## src/rtl/spi_regbank_slave.sv

```systemverilog
module spi_regbank_slave #(
  parameter int ADDR_W      = 6,
  parameter int DATA_W      = 8,
  parameter int SYNC_STAGES = 2
) (
  input  logic              clk,
  input  logic              rst_n,
  input  logic              sck,
  input  logic              csn,
  input  logic              mosi,
  output logic              miso,
  output logic              miso_oe,
  output logic [ADDR_W-1:0] reg_addr,
  output logic [DATA_W-1:0] reg_wdata,
  output logic              reg_we,
  output logic              reg_re,
  input  logic [DATA_W-1:0] reg_rdata
);
  localparam int CNT_W = $clog2(DATA_W);
  localparam int DIR_BIT = DATA_W - 1;
  localparam int INC_BIT = DATA_W - 2;
  localparam logic [CNT_W-1:0] LAST_BIT = CNT_W'(DATA_W - 1);

  logic [SYNC_STAGES-1:0] sck_sync, csn_sync, mosi_sync;
  logic sck_prev;

  always_ff @(posedge clk or negedge rst_n) begin
    if (!rst_n) begin
      sck_sync  <= '0;
      csn_sync  <= '1;
      mosi_sync <= '0;
      sck_prev  <= 1'b0;
    end else begin
      sck_sync  <= {sck_sync[SYNC_STAGES-2:0], sck};
      csn_sync  <= {csn_sync[SYNC_STAGES-2:0], csn};
      mosi_sync <= {mosi_sync[SYNC_STAGES-2:0], mosi};
      sck_prev  <= sck_sync[SYNC_STAGES-1];
    end
  end

  wire csn_s  = csn_sync[SYNC_STAGES-1];
  wire sck_s  = sck_sync[SYNC_STAGES-1];
  wire mosi_s = mosi_sync[SYNC_STAGES-1];
  wire sel    = ~csn_s;
  wire rise   = sel & sck_s & ~sck_prev;
  wire fall   = sel & ~sck_s & sck_prev;

  logic [CNT_W-1:0]  bit_cnt;
  logic [DATA_W-2:0] rx_sr;
  logic [DATA_W-1:0] tx_sr, wdata_q;
  logic [ADDR_W-1:0] addr_q;
  logic in_cmd, wr_q, inc_q, we_q, re_q, load_pend, miso_q, oe_q;

  wire [DATA_W-1:0] rx_byte = {rx_sr, mosi_s};
  wire byte_done = rise && (bit_cnt == LAST_BIT);

  always_ff @(posedge clk or negedge rst_n) begin
    if (!rst_n) begin
      bit_cnt   <= '0;
      rx_sr     <= '0;
      tx_sr     <= '0;
      wdata_q   <= '0;
      addr_q    <= '0;
      in_cmd    <= 1'b1;
      wr_q      <= 1'b0;
      inc_q     <= 1'b0;
      we_q      <= 1'b0;
      re_q      <= 1'b0;
      load_pend <= 1'b0;
      miso_q    <= 1'b0;
      oe_q      <= 1'b0;
    end else begin
      we_q      <= 1'b0;
      re_q      <= 1'b0;
      load_pend <= re_q;
      oe_q      <= sel;
      if (we_q && inc_q) addr_q <= addr_q + 1'b1;
      if (!sel) begin
        bit_cnt <= '0;
        in_cmd  <= 1'b1;
        miso_q  <= 1'b0;
        tx_sr   <= '0;
      end else begin
        if (rise) begin
          rx_sr   <= rx_byte[DATA_W-2:0];
          bit_cnt <= byte_done ? '0 : bit_cnt + 1'b1;
        end
        if (fall) begin
          miso_q <= tx_sr[DATA_W-1];
          tx_sr  <= {tx_sr[DATA_W-2:0], 1'b0};
        end
        if (load_pend) tx_sr <= reg_rdata;
        if (byte_done) begin
          if (in_cmd) begin
            in_cmd <= 1'b0;
            wr_q   <= rx_byte[DIR_BIT];
            inc_q  <= rx_byte[INC_BIT];
            addr_q <= rx_byte[ADDR_W-1:0];
            re_q   <= ~rx_byte[DIR_BIT];
          end else if (wr_q) begin
            we_q    <= 1'b1;
            wdata_q <= rx_byte;
          end else begin
            re_q <= 1'b1;
            if (inc_q) addr_q <= addr_q + 1'b1;
          end
        end
      end
    end
  end

  assign miso      = miso_q;
  assign miso_oe   = oe_q;
  assign reg_addr  = addr_q;
  assign reg_wdata = wdata_q;
  assign reg_we    = we_q;
  assign reg_re    = re_q;
endmodule

```

## config.mk

```make
export PLATFORM = sky130hd
export DESIGN_NAME = spi_regbank_slave
export DESIGN_NICKNAME = d
export VERILOG_FILES = /design/src/rtl/spi_regbank_slave.sv
export SDC_FILE = /design/constraint.sdc
export NUM_CORES = 1
export LEC_CHECK = 0
export ABC_AREA = 1
export BUFFER_PORTS_ARGS = -buffer_cell sky130_fd_sc_hd__buf_4
export CELL_PAD_IN_SITES_DETAIL_PLACEMENT = 2
export CELL_PAD_IN_SITES_GLOBAL_PLACEMENT = 2
export CORE_AREA = 2 2 81 99
export DETAILED_ROUTE_END_ITERATION = 10
export DIE_AREA = 0 0 83 101
export MAX_ROUTING_LAYER = met4
export PLACE_DENSITY_LB_ADDON = 0.12
export SYNTH_ARGS = -nofsm -noshare
export SYNTH_HDL_FRONTEND = slang
export SYNTH_SLANG_ARGS = --single-unit
```

## constraint.sdc

```tcl
create_clock -name clk -period 1.3 [get_ports clk]
set_input_delay 0.13 -clock clk [delete_from_list [all_inputs] [get_ports clk]]
set_output_delay 0.13 -clock clk [all_outputs]
set_load 0.02 [all_outputs]
```

After elaboration in Yosys (flattened, before gate mapping)
Index checks and enable logic that the tools add are counted.
{ "word_totals": {"wordCells": 62, "in_bits": 13, "register_bits": 47, "output_inout_bits": 18} }
{ "classes": {"n_reduce_logical": 9, "muxes": 24, "n_eq_ne": 1, "n_bitwise": 9, "add_sub_neg": 2} }
{ "op_table": {"columns": ["cell", "count"], "rows": [
  ["6-bit two-way mux", 6],
  ["8-bit two-way mux", 3],
  ["1-bit two-way mux", 12],
  ["3-bit two-way mux", 3],
  ["6-bit by 1-bit adder with 6-bit output (second input constant)", 1],
  ["2-bit nonzero test", 3],
  ["1-bit NOT", 5],
  ["1-bit bitwise AND", 4],
  ["4-bit AND reduction", 1],
  ["3-bit by 1-bit adder with 3-bit output (second input constant)", 1],
  ["3-bit == test (second input constant)", 1],
  ["3-bit AND reduction", 1],
  ["3-bit nonzero test", 1],
  ["1-bit logical AND", 2],
  ["2-bit AND reduction", 1]
]} }

Longest topological paths before layout
Gate-level depths: netlist of the first run.
{ "depth": {"word_depth": 7, "depth_mapped": 9, "ltp_nobuf": 8} }

Least setup slack after synthesis of the first run
OpenSTA, ideal clock, no wires.
{ "synth_timing": {"path_type": "flip-flop to flip-flop", "startpoint": "register bit_cnt[0]", "endpoint": "register addr_q[2], in the netlist reg_addr[2]", "arrival_time_ps": 1346, "synth_period_minus_slack_ps": 1426, "path_slack_ps": -126, "t_required_ps": 1220, "path_stages_with_launch": 9, "n_path_buf": 1, "setup_time_ps": 80, "cell_sequence": "dfrtp_1 > ha_1 > ha_1 > inv_1 > nor2_4 > buf_6 > nand2_2 > nor2_1 > nor3_2"} }
{ "synth_via": {"elab_chain_cells": 4} }
{ "synth_rtl": {"columns": ["element", "line_no", "rtl"], "rows": [
  ["from (decl)", "48", "logic [CNT_W-1:0] bit_cnt;"],
  ["from (signal assigned)", "86", "bit_cnt <= byte_done ? '0 : bit_cnt + 1'b1;"],
  ["3-bit == test", "55", "wire byte_done = rise && (bit_cnt == LAST_BIT);"],
  ["1-bit logical AND", "55", null],
  ["6-bit two-way mux", "93", "if (byte_done) begin"],
  ["6-bit two-way mux", "78", "if (!sel) begin"],
  ["to (signal assigned)", "77", "if (we_q && inc_q) addr_q <= addr_q + 1'b1;"],
  ["to (signal assigned)", "98", "addr_q <= rx_byte[ADDR_W-1:0];"],
  ["to (signal assigned)", "105", "if (inc_q) addr_q <= addr_q + 1'b1;"],
  ["to (decl)", "51", "logic [ADDR_W-1:0] addr_q;"]
]} }
No other way between the ends.
A chain may end at the register's enable or synchronous reset.

Worst setup path after layout of the first run
{ "layout_timing": {"startpoint": "register bit_cnt[0]", "endpoint": "register addr_q[0], in the netlist reg_addr[0]"} }
Same word-level chain as after synthesis.

==> flow_results.xml, run 1 <==
<?xml version="1.0" encoding="UTF-8"?>
<metrics>
  <group name="clock_tree">
    <metric name="root_buffer" unit="">clkbuf_8</metric>
    <metric name="clkLatencyLatePin" unit="ps">310</metric>
    <metric name="ctsLongestPathBuffers" unit="">2</metric>
    <metric name="cts-buffers-inserted" unit="">5</metric>
    <metric name="cts_tree" unit="">yes</metric>
    <metric name="cts_htree_levels" unit="">2</metric>
    <metric name="clkSinkCount" unit="">47</metric>
    <metric name="clk_transition_reported_paths" unit="ps">90</metric>
  </group>
  <group name="critical_path">
    <metric name="worst_setup_path_start_kind" unit="">flop</metric>
    <metric name="cp_data_required_time" unit="ps">1520</metric>
    <metric name="critical_path.max_fanout" unit="">7</metric>
    <metric name="timing.critical_path.arrival" unit="ps">1630</metric>
    <metric name="r2r_slack" unit="ps">-110</metric>
    <metric name="slowest_delay" unit="ps">390</metric>
    <metric name="critical_path_class" unit="">reg2reg</metric>
    <metric name="cp_num_buf_inv" unit="">3</metric>
    <metric name="timing.critical_path.slowest_stage_cell" unit="">dfrtp_1</metric>
    <metric name="critical_path_s_top_delay_family" unit="">flip-flops</metric>
    <metric name="ordered_list_of_cells_on_the_worst_path" unit="">ha_2 &gt; ha_4 &gt; inv_4 &gt; nor2_4 &gt; buf_12 &gt; buf_6 &gt; o21ai_1 &gt; o22ai_1</metric>
    <metric name="setup.worst_path.end_class" unit="">flop</metric>
  </group>
  <group name="logic_synthesis">
    <metric name="synthArstFlopShare" unit="%">100</metric>
    <metric name="ys_top_cells_by_area" unit="">dfrtp_1 49%, nand2_1 10%, nand3_1 6.2%, o21ai_2 5.4%, inv_1 5.3%</metric>
    <metric name="ys_seq_area_share" unit="%">52.2</metric>
    <metric name="synth.net_count" unit="">270</metric>
    <metric name="synthesis.instances" unit="">254</metric>
    <metric name="synthMostInstantiatedCell" unit="">nand2_1</metric>
    <metric name="count_of_flip_flops_with_a_built_in_enable_after_synthesis" unit="">0</metric>
    <metric name="synth_cell_area" unit="um^2">2260</metric>
    <metric name="synth_top_cell_by_area" unit="">dfrtp_1</metric>
    <metric name="synth_common_cells" unit="">60 x nand2_1, 44 x dfrtp_1, 32 x inv_1</metric>
    <metric name="ys.warnings.count" unit="">0</metric>
    <metric name="yosys.area.top_type_share" unit="%">48.7</metric>
    <metric name="yosys_most_used_dff" unit="">dfrtp_1</metric>
    <metric name="synthesis.area_per_instance" unit="um^2">8.91</metric>
    <metric name="ys_ff_latch" unit="">47</metric>
    <metric name="yosysUniqueCellTypes" unit="">28</metric>
  </group>
  <group name="cells_and_area">
    <metric name="layout.core_utilization" unit="%">41.7</metric>
    <metric name="nFillCells" unit="">858</metric>
    <metric name="antenna_cells_inserted" unit="">0</metric>
    <metric name="final_nets" unit="">334</metric>
    <metric name="final_layout_size_suffix_gt1_share" unit="%">41.7</metric>
    <metric name="final-instance-count-excl-fill" unit="">411</metric>
    <metric name="areaGrowthSynthToFinish" unit="%">38.1</metric>
  </group>
  <group name="floorplan">
    <metric name="core_region_area" unit="um^2">7490</metric>
    <metric name="io-pin-count" unit="">31</metric>
    <metric name="die_area" unit="um^2">8380</metric>
    <metric name="die_width" unit="um">83</metric>
    <metric name="floorplan.initialDensity" unit="%">30.2</metric>
    <metric name="die-height" unit="um">101</metric>
    <metric name="std_cell_rows" unit="">35</metric>
  </group>
  <group name="status">
    <metric name="outcome" unit="">finished, violations left</metric>
    <metric name="violated_checks" unit="">negative setup slack</metric>
  </group>
  <group name="drt">
    <metric name="drcViolationCount" unit="">0</metric>
    <metric name="route.vias.total" unit="">1942</metric>
    <metric name="post_drt_via_cell_ratio" unit="">4.73</metric>
    <metric name="drtIter0Drc" unit="">35</metric>
    <metric name="detail_route.wl_per_cell" unit="um">15.4</metric>
    <metric name="drt.antenna.violating_nets" unit="">0</metric>
    <metric name="detail_route.wirelength" unit="um">6310</metric>
    <metric name="firstDrtPassIters" unit="">4</metric>
  </group>
  <group name="placement">
    <metric name="place_hpwl" unit="um">4550</metric>
    <metric name="dp.cells" unit="">390</metric>
    <metric name="place_congestion" unit="">0.736</metric>
    <metric name="io_buffer_count" unit="">30</metric>
  </group>
  <group name="global_route">
    <metric name="grt_start_max_net_pins" unit="">23</metric>
    <metric name="grt_pass1_wl" unit="um">10500</metric>
    <metric name="antenna_found_initial" unit="">0</metric>
    <metric name="grt_pass1_vias" unit="">2124</metric>
    <metric name="global_route.usage.total" unit="%">16.4</metric>
    <metric name="grt_overflow_total" unit="">0</metric>
  </group>
  <group name="timing">
    <metric name="finClkSkew" unit="ps">7.68</metric>
    <metric name="final_critical_path_setup_slack" unit="ps">-113</metric>
    <metric name="timing.final.setup_violations" unit="">19</metric>
    <metric name="final.period_utilization" unit="%">109</metric>
    <metric name="timing_worst_slew_pin_value" unit="ps">634</metric>
    <metric name="final_count_of_hold_timing_violations" unit="">0</metric>
    <metric name="slew_violations" unit="">0</metric>
    <metric name="unrepaired_setup_endpoints_after_global_routing" unit="">true</metric>
    <metric name="relSlewSlack" unit="%">57.6</metric>
    <metric name="max_freq" unit="MHz">708</metric>
    <metric name="post-route-min-period" unit="ps">1410</metric>
  </group>
  <group name="power">
    <metric name="power" unit="mW">2.88</metric>
    <metric name="peakVddDrop" unit="mV">0.490</metric>
    <metric name="p_per_area" unit="nW/um^2">922</metric>
    <metric name="total_leakage_power" unit="nW">1.54</metric>
  </group>
  <group name="run">
    <metric name="maxCapViolCount" unit="">0</metric>
  </group>
  <group name="min_path">
    <metric name="worstHoldPathType" unit="">in2reg</metric>
  </group>
</metrics>
-- sequential cells by signal (all words and copies together) (netlist names), 2 cells and up --
signal / flops
mosi_sync: 2
tx_sr: 8
csn_sync: 2
reg_addr: 6
sck_sync: 2
bit_cnt: 3
rx_sr: 7
reg_wdata: 8
-- power by group --
group	internal [mW]	total [mW]	switching, mW
logic	0.107	0.278	0.171
clock network	0.485	1.01	0.524
registers	1.53	1.59	0.0628
-- routing by layer --
metal	part of all wire, %	global-route usage (%)
met1	44	19.6
met2	53	28.2
met3	1.6	2.70
met4	1.4	5.30
met5	0	-
-- cell families after synthesis --
| logic type | synth area share, % |
|---|---|
| AO/OA/AOI/OAI | 13.4 |
| XOR/XNOR | 1.16 |
| adder cells (fa/ha/maj) | 1.66 |
| buffers and inverters | 8.96 |
| flip-flops | 52.2 |
| AND/OR/NAND/NOR | 22.6 |
-- placed cells by master (no fill, tap or decap), types with 7 or more instances in the layout --
master and count:
buf_4 51, nand2_1 44, dfrtp_1 41, inv_1 29
nand3_1 27, o21ai_0 17, nand2_2 15, o21ai_2 14
nor2_4 7, clkbuf_8 7
-- area by class of cell --
type	instances	area [um^2]	area share [%]
timing repair buffer	63	539	17.3
multi-input combinational	164	1030	33.0
tap	92	115	3.68
sequential	47	1180	37.9
clock buffer	7	96.3	3.08
clock inverter	1	7.51	0.240
timing repair inverter	1	6.26	0.200
inverter	36	145	4.65
-- worst min-delay path, cell delays in order --
cell and delay (ps):
buf_4 70, nand3_1 80, o21ai_2 60
-- stage by stage --
step	setup WS, ps	setup TNS (ps)	area, um^2	hold slack (ps)
final	-113	-1290	3120	62.2
after global routing	-195	-3060	3120	67.7
after CTS	-127	-1550	2980	53.4
after detailed placement	-143	-1460	2750	42.8
after global placement	-57.7	-497	2750	49.6
after floorplan	-0.846	-0.846	2290	-166
-- final timing paths --
check,start,to,cells after the start
max in group asynchronous,rst_n,in_cmd,3
worst max register to register,bit_cnt[0],reg_addr[0],8
worst max-delay path,bit_cnt[0],reg_addr[0],8
worst min register to register,mosi_sync[0],mosi_sync[1],0
min in group asynchronous,rst_n,sck_sync[0],2
worst min-delay path,reg_rdata[0],tx_sr[0],3
-- timing repair --
item                                    4_1_cts  5_1_grt
resized for setup                            12       36
hold buffers                                  4        0
setup buffers                                 3        4
endpoints found under the setup margin       19       28
gates cloned                                  1        1
pin swaps                                     7        7
hold endpoints to repair                     40        0
(Power assumes the default switching activity.)
==> inputs of run 2 (changes only) <==
Settings changed: BUFFER_PORTS_ARGS -buffer_cell sky130_fd_sc_hd__buf_4 to not set, CORE_AREA 2 2 81 99 to 2 2 78 95, DIE_AREA 0 0 83 101 to 0 0 80 97, DONT_BUFFER_PORTS set to 1.
==> run 2 against run 1 <==
  * The run still ends with negative setup slack left
  * Worst hold slack worse by 51 ps
  * Register-to-register slack better by 20 ps
  * Utilization is 2.2 points higher
  * Sequential cell count stayed put
  * Sequential power hardly changed
  * Design area is 4.8% lower
  * Clock power is 8% lower
  * Routed wire length is 3.0% lower
  * Global-route usage is 0.88 points higher
  * Combinational power is 17% lower
  * Count of clock-buffer cells in the layout stayed put
==> flow_results.xml, run 2 (synthesis gave the netlist of run 1 again) <==
<?xml version="1.0" encoding="UTF-8"?>
<metrics>
  <group name="status">
    <metric name="outcome" unit="">finished, violations left</metric>
    <metric name="violated_checks" unit="">negative setup slack</metric>
  </group>
  <group name="cells_and_area">
    <metric name="layout_common_cells" unit="">50 x nand2_1, 42 x dfrtp_1, 32 x buf_4, 30 x inv_1, 25 x nand3_1</metric>
    <metric name="final_nets" unit="">313</metric>
    <metric name="multi_input_comb_area" unit="um^2">1080</metric>
    <metric name="antenna_cells_inserted" unit="">0</metric>
    <metric name="layout.area.seq" unit="um^2">1180</metric>
    <metric name="nFillCells" unit="">776</metric>
    <metric name="layout.core_utilization" unit="%">43.9</metric>
    <metric name="final_layout_size_suffix_gt1_share" unit="%">37.9</metric>
    <metric name="layout_commonest_cell" unit="">nand2_1</metric>
    <metric name="areaGrowthSynthToFinish" unit="%">31.5</metric>
  </group>
  <group name="timing">
    <metric name="max_freq" unit="MHz">718</metric>
    <metric name="final.period_utilization" unit="%">107</metric>
    <metric name="final_critical_path_setup_slack" unit="ps">-93.7</metric>
    <metric name="finClkSkew" unit="ps">4.50</metric>
    <metric name="timing.final.setup_violations" unit="">17</metric>
    <metric name="unrepaired_setup_endpoints_after_global_routing" unit="">true</metric>
    <metric name="post-route-min-period" unit="ps">1390</metric>
    <metric name="setup-tns-final" unit="ps">-797</metric>
    <metric name="final_count_of_hold_timing_violations" unit="">0</metric>
    <metric name="timing_worst_slew_pin_value" unit="ps">488</metric>
    <metric name="relSlewSlack" unit="%">67.4</metric>
    <metric name="slew_violations" unit="">0</metric>
  </group>
  <group name="drt">
    <metric name="firstDrtPassIters" unit="">4</metric>
    <metric name="drtIter0Drc" unit="">35</metric>
    <metric name="drcViolationCount" unit="">0</metric>
    <metric name="detail_route.wirelength" unit="um">6120</metric>
    <metric name="drt.antenna.violating_nets" unit="">0</metric>
    <metric name="route.vias.total" unit="">1879</metric>
    <metric name="detail_route.wl_per_cell" unit="um">15.9</metric>
    <metric name="post_drt_via_cell_ratio" unit="">4.88</metric>
  </group>
  <group name="min_path">
    <metric name="hold-path-cell-count" unit="">2</metric>
    <metric name="hold_path.startpoint" unit="">reg_rdata[7]</metric>
    <metric name="endpoint_of_the_worst_hold_path" unit="">tx_sr[7]</metric>
    <metric name="worstHoldPathType" unit="">in2reg</metric>
  </group>
  <group name="floorplan">
    <metric name="core_region_area" unit="um^2">6770</metric>
    <metric name="floorplan.initialDensity" unit="%">33.4</metric>
    <metric name="std_cell_rows" unit="">33</metric>
    <metric name="io-pin-count" unit="">31</metric>
    <metric name="die_area" unit="um^2">7760</metric>
    <metric name="die-height" unit="um">97</metric>
    <metric name="die_width" unit="um">80</metric>
  </group>
  <group name="critical_path">
    <metric name="critical_path_class" unit="">reg2reg</metric>
    <metric name="critical_path.reg2reg.startpoint" unit="">bit_cnt[1]</metric>
    <metric name="critical_path.max_fanout" unit="">5</metric>
    <metric name="timing.critical_path.arrival" unit="ps">1580</metric>
    <metric name="cp_data_required_time" unit="ps">1480</metric>
    <metric name="worst_r2r_endpoint" unit="">reg_addr[0]</metric>
    <metric name="worst_r2r_path_depth" unit="">8</metric>
    <metric name="r2r_slack" unit="ps">-90</metric>
    <metric name="worst_setup_path_start_kind" unit="">flop</metric>
    <metric name="setup.worst_path.end_class" unit="">flop</metric>
  </group>
  <group name="global_route">
    <metric name="global_route.usage.total" unit="%">17.2</metric>
    <metric name="globalRouteMet1Util" unit="%">21.6</metric>
    <metric name="antenna_found_initial" unit="">0</metric>
    <metric name="grtUsageMet3" unit="%">2.89</metric>
    <metric name="global_route.peak_usage_layer" unit="">met2</metric>
    <metric name="grt_pass1_vias" unit="">2104</metric>
    <metric name="grt_overflow_total" unit="">0</metric>
    <metric name="grt_pass1_wl" unit="um">10200</metric>
    <metric name="groute.layer.met2.usage" unit="%">28.8</metric>
    <metric name="grt_start_max_net_pins" unit="">48</metric>
  </group>
  <group name="clock_tree">
    <metric name="root_buffer" unit="">clkbuf_8</metric>
    <metric name="clkLatencyLatePin" unit="ps">300</metric>
    <metric name="cts_htree_levels" unit="">2</metric>
    <metric name="cts-buffers-inserted" unit="">5</metric>
    <metric name="ctsLongestPathBuffers" unit="">2</metric>
    <metric name="cts_tree" unit="">yes</metric>
    <metric name="clkSinkCount" unit="">47</metric>
    <metric name="clk_transition_reported_paths" unit="ps">90</metric>
  </group>
  <group name="power">
    <metric name="peakVddDrop" unit="mV">0.685</metric>
    <metric name="power" unit="mW">2.75</metric>
    <metric name="p_per_area" unit="nW/um^2">926</metric>
    <metric name="total_leakage_power" unit="nW">1.43</metric>
  </group>
  <group name="placement">
    <metric name="io_buffer_count" unit="">0</metric>
    <metric name="place_congestion" unit="">0.724</metric>
    <metric name="place_hpwl" unit="um">4220</metric>
  </group>
  <group name="run">
    <metric name="maxCapViolCount" unit="">0</metric>
  </group>
</metrics>
run 2: area by class of cell:
class	count	area share, %
clock buffers	7	2.90
repair buffers	42	12.2
multi-input cells	165	36.3
inverters	36	4.88
well taps	87	3.66
clock inverters	1	0.294
flip-flops and latches	47	39.8
run 2: worst max-delay path, stage by stage (launching register included):
cell	delay [ps]
dfrtp_1	400
ha_2	200
ha_4	160
inv_4	60
nor2_4	40
buf_6	140
buf_6	130
o21ai_2	60
o22ai_2	80
run 2: power by group:
group          internal (mW)  switching (mW)
clock                  0.436           0.493
combinational         0.0780           0.153
sequential              1.53          0.0626
run 2: per-layer routing:
layer / vias up / share of wire [%]
li1: 912 / -
met1: 941 / 44
met2: 20 / 53
met3: 6 / 2.2
met4: 0 / 1.1
met5: - / 0
run 2: what timing repair did:
item	4_1_cts	5_1_grt
gates cloned	1	1
setup endpoints to repair	18	26
hold buffers	6	0
resized for setup	20	28
pin swaps	9	5
endpoints found under the hold margin	51	0
buffers inserted	9	4
run 2: how the worst max path moves through the flow:
stage                          start      endpoint  slack [ps]  cells past startpoint
after floorplan           bit_cnt[0]   reg_addr[2]        -0.8                      8
after global placement    bit_cnt[1]  reg_wdata[3]         -60                      7
after detailed placement  bit_cnt[1]   reg_addr[0]        -160                      7
after CTS                 bit_cnt[0]   reg_addr[0]         -70                      8
after global routing           inc_q   reg_addr[1]        -170                      8
final                     bit_cnt[1]   reg_addr[0]         -90                      8
run 2: stage by stage:
step	area (um^2)	worst slack (ps)	hold WS (ps)	std cells
finish	2970	-93.7	10.8	385
CTS	2830	-69.3	3.59	380
global placement	2500	-55.5	-164	356
detailed placement	2500	-162	-165	356
global route	2970	-173	24.9	385
floorplan	2290	-0.846	-166	254
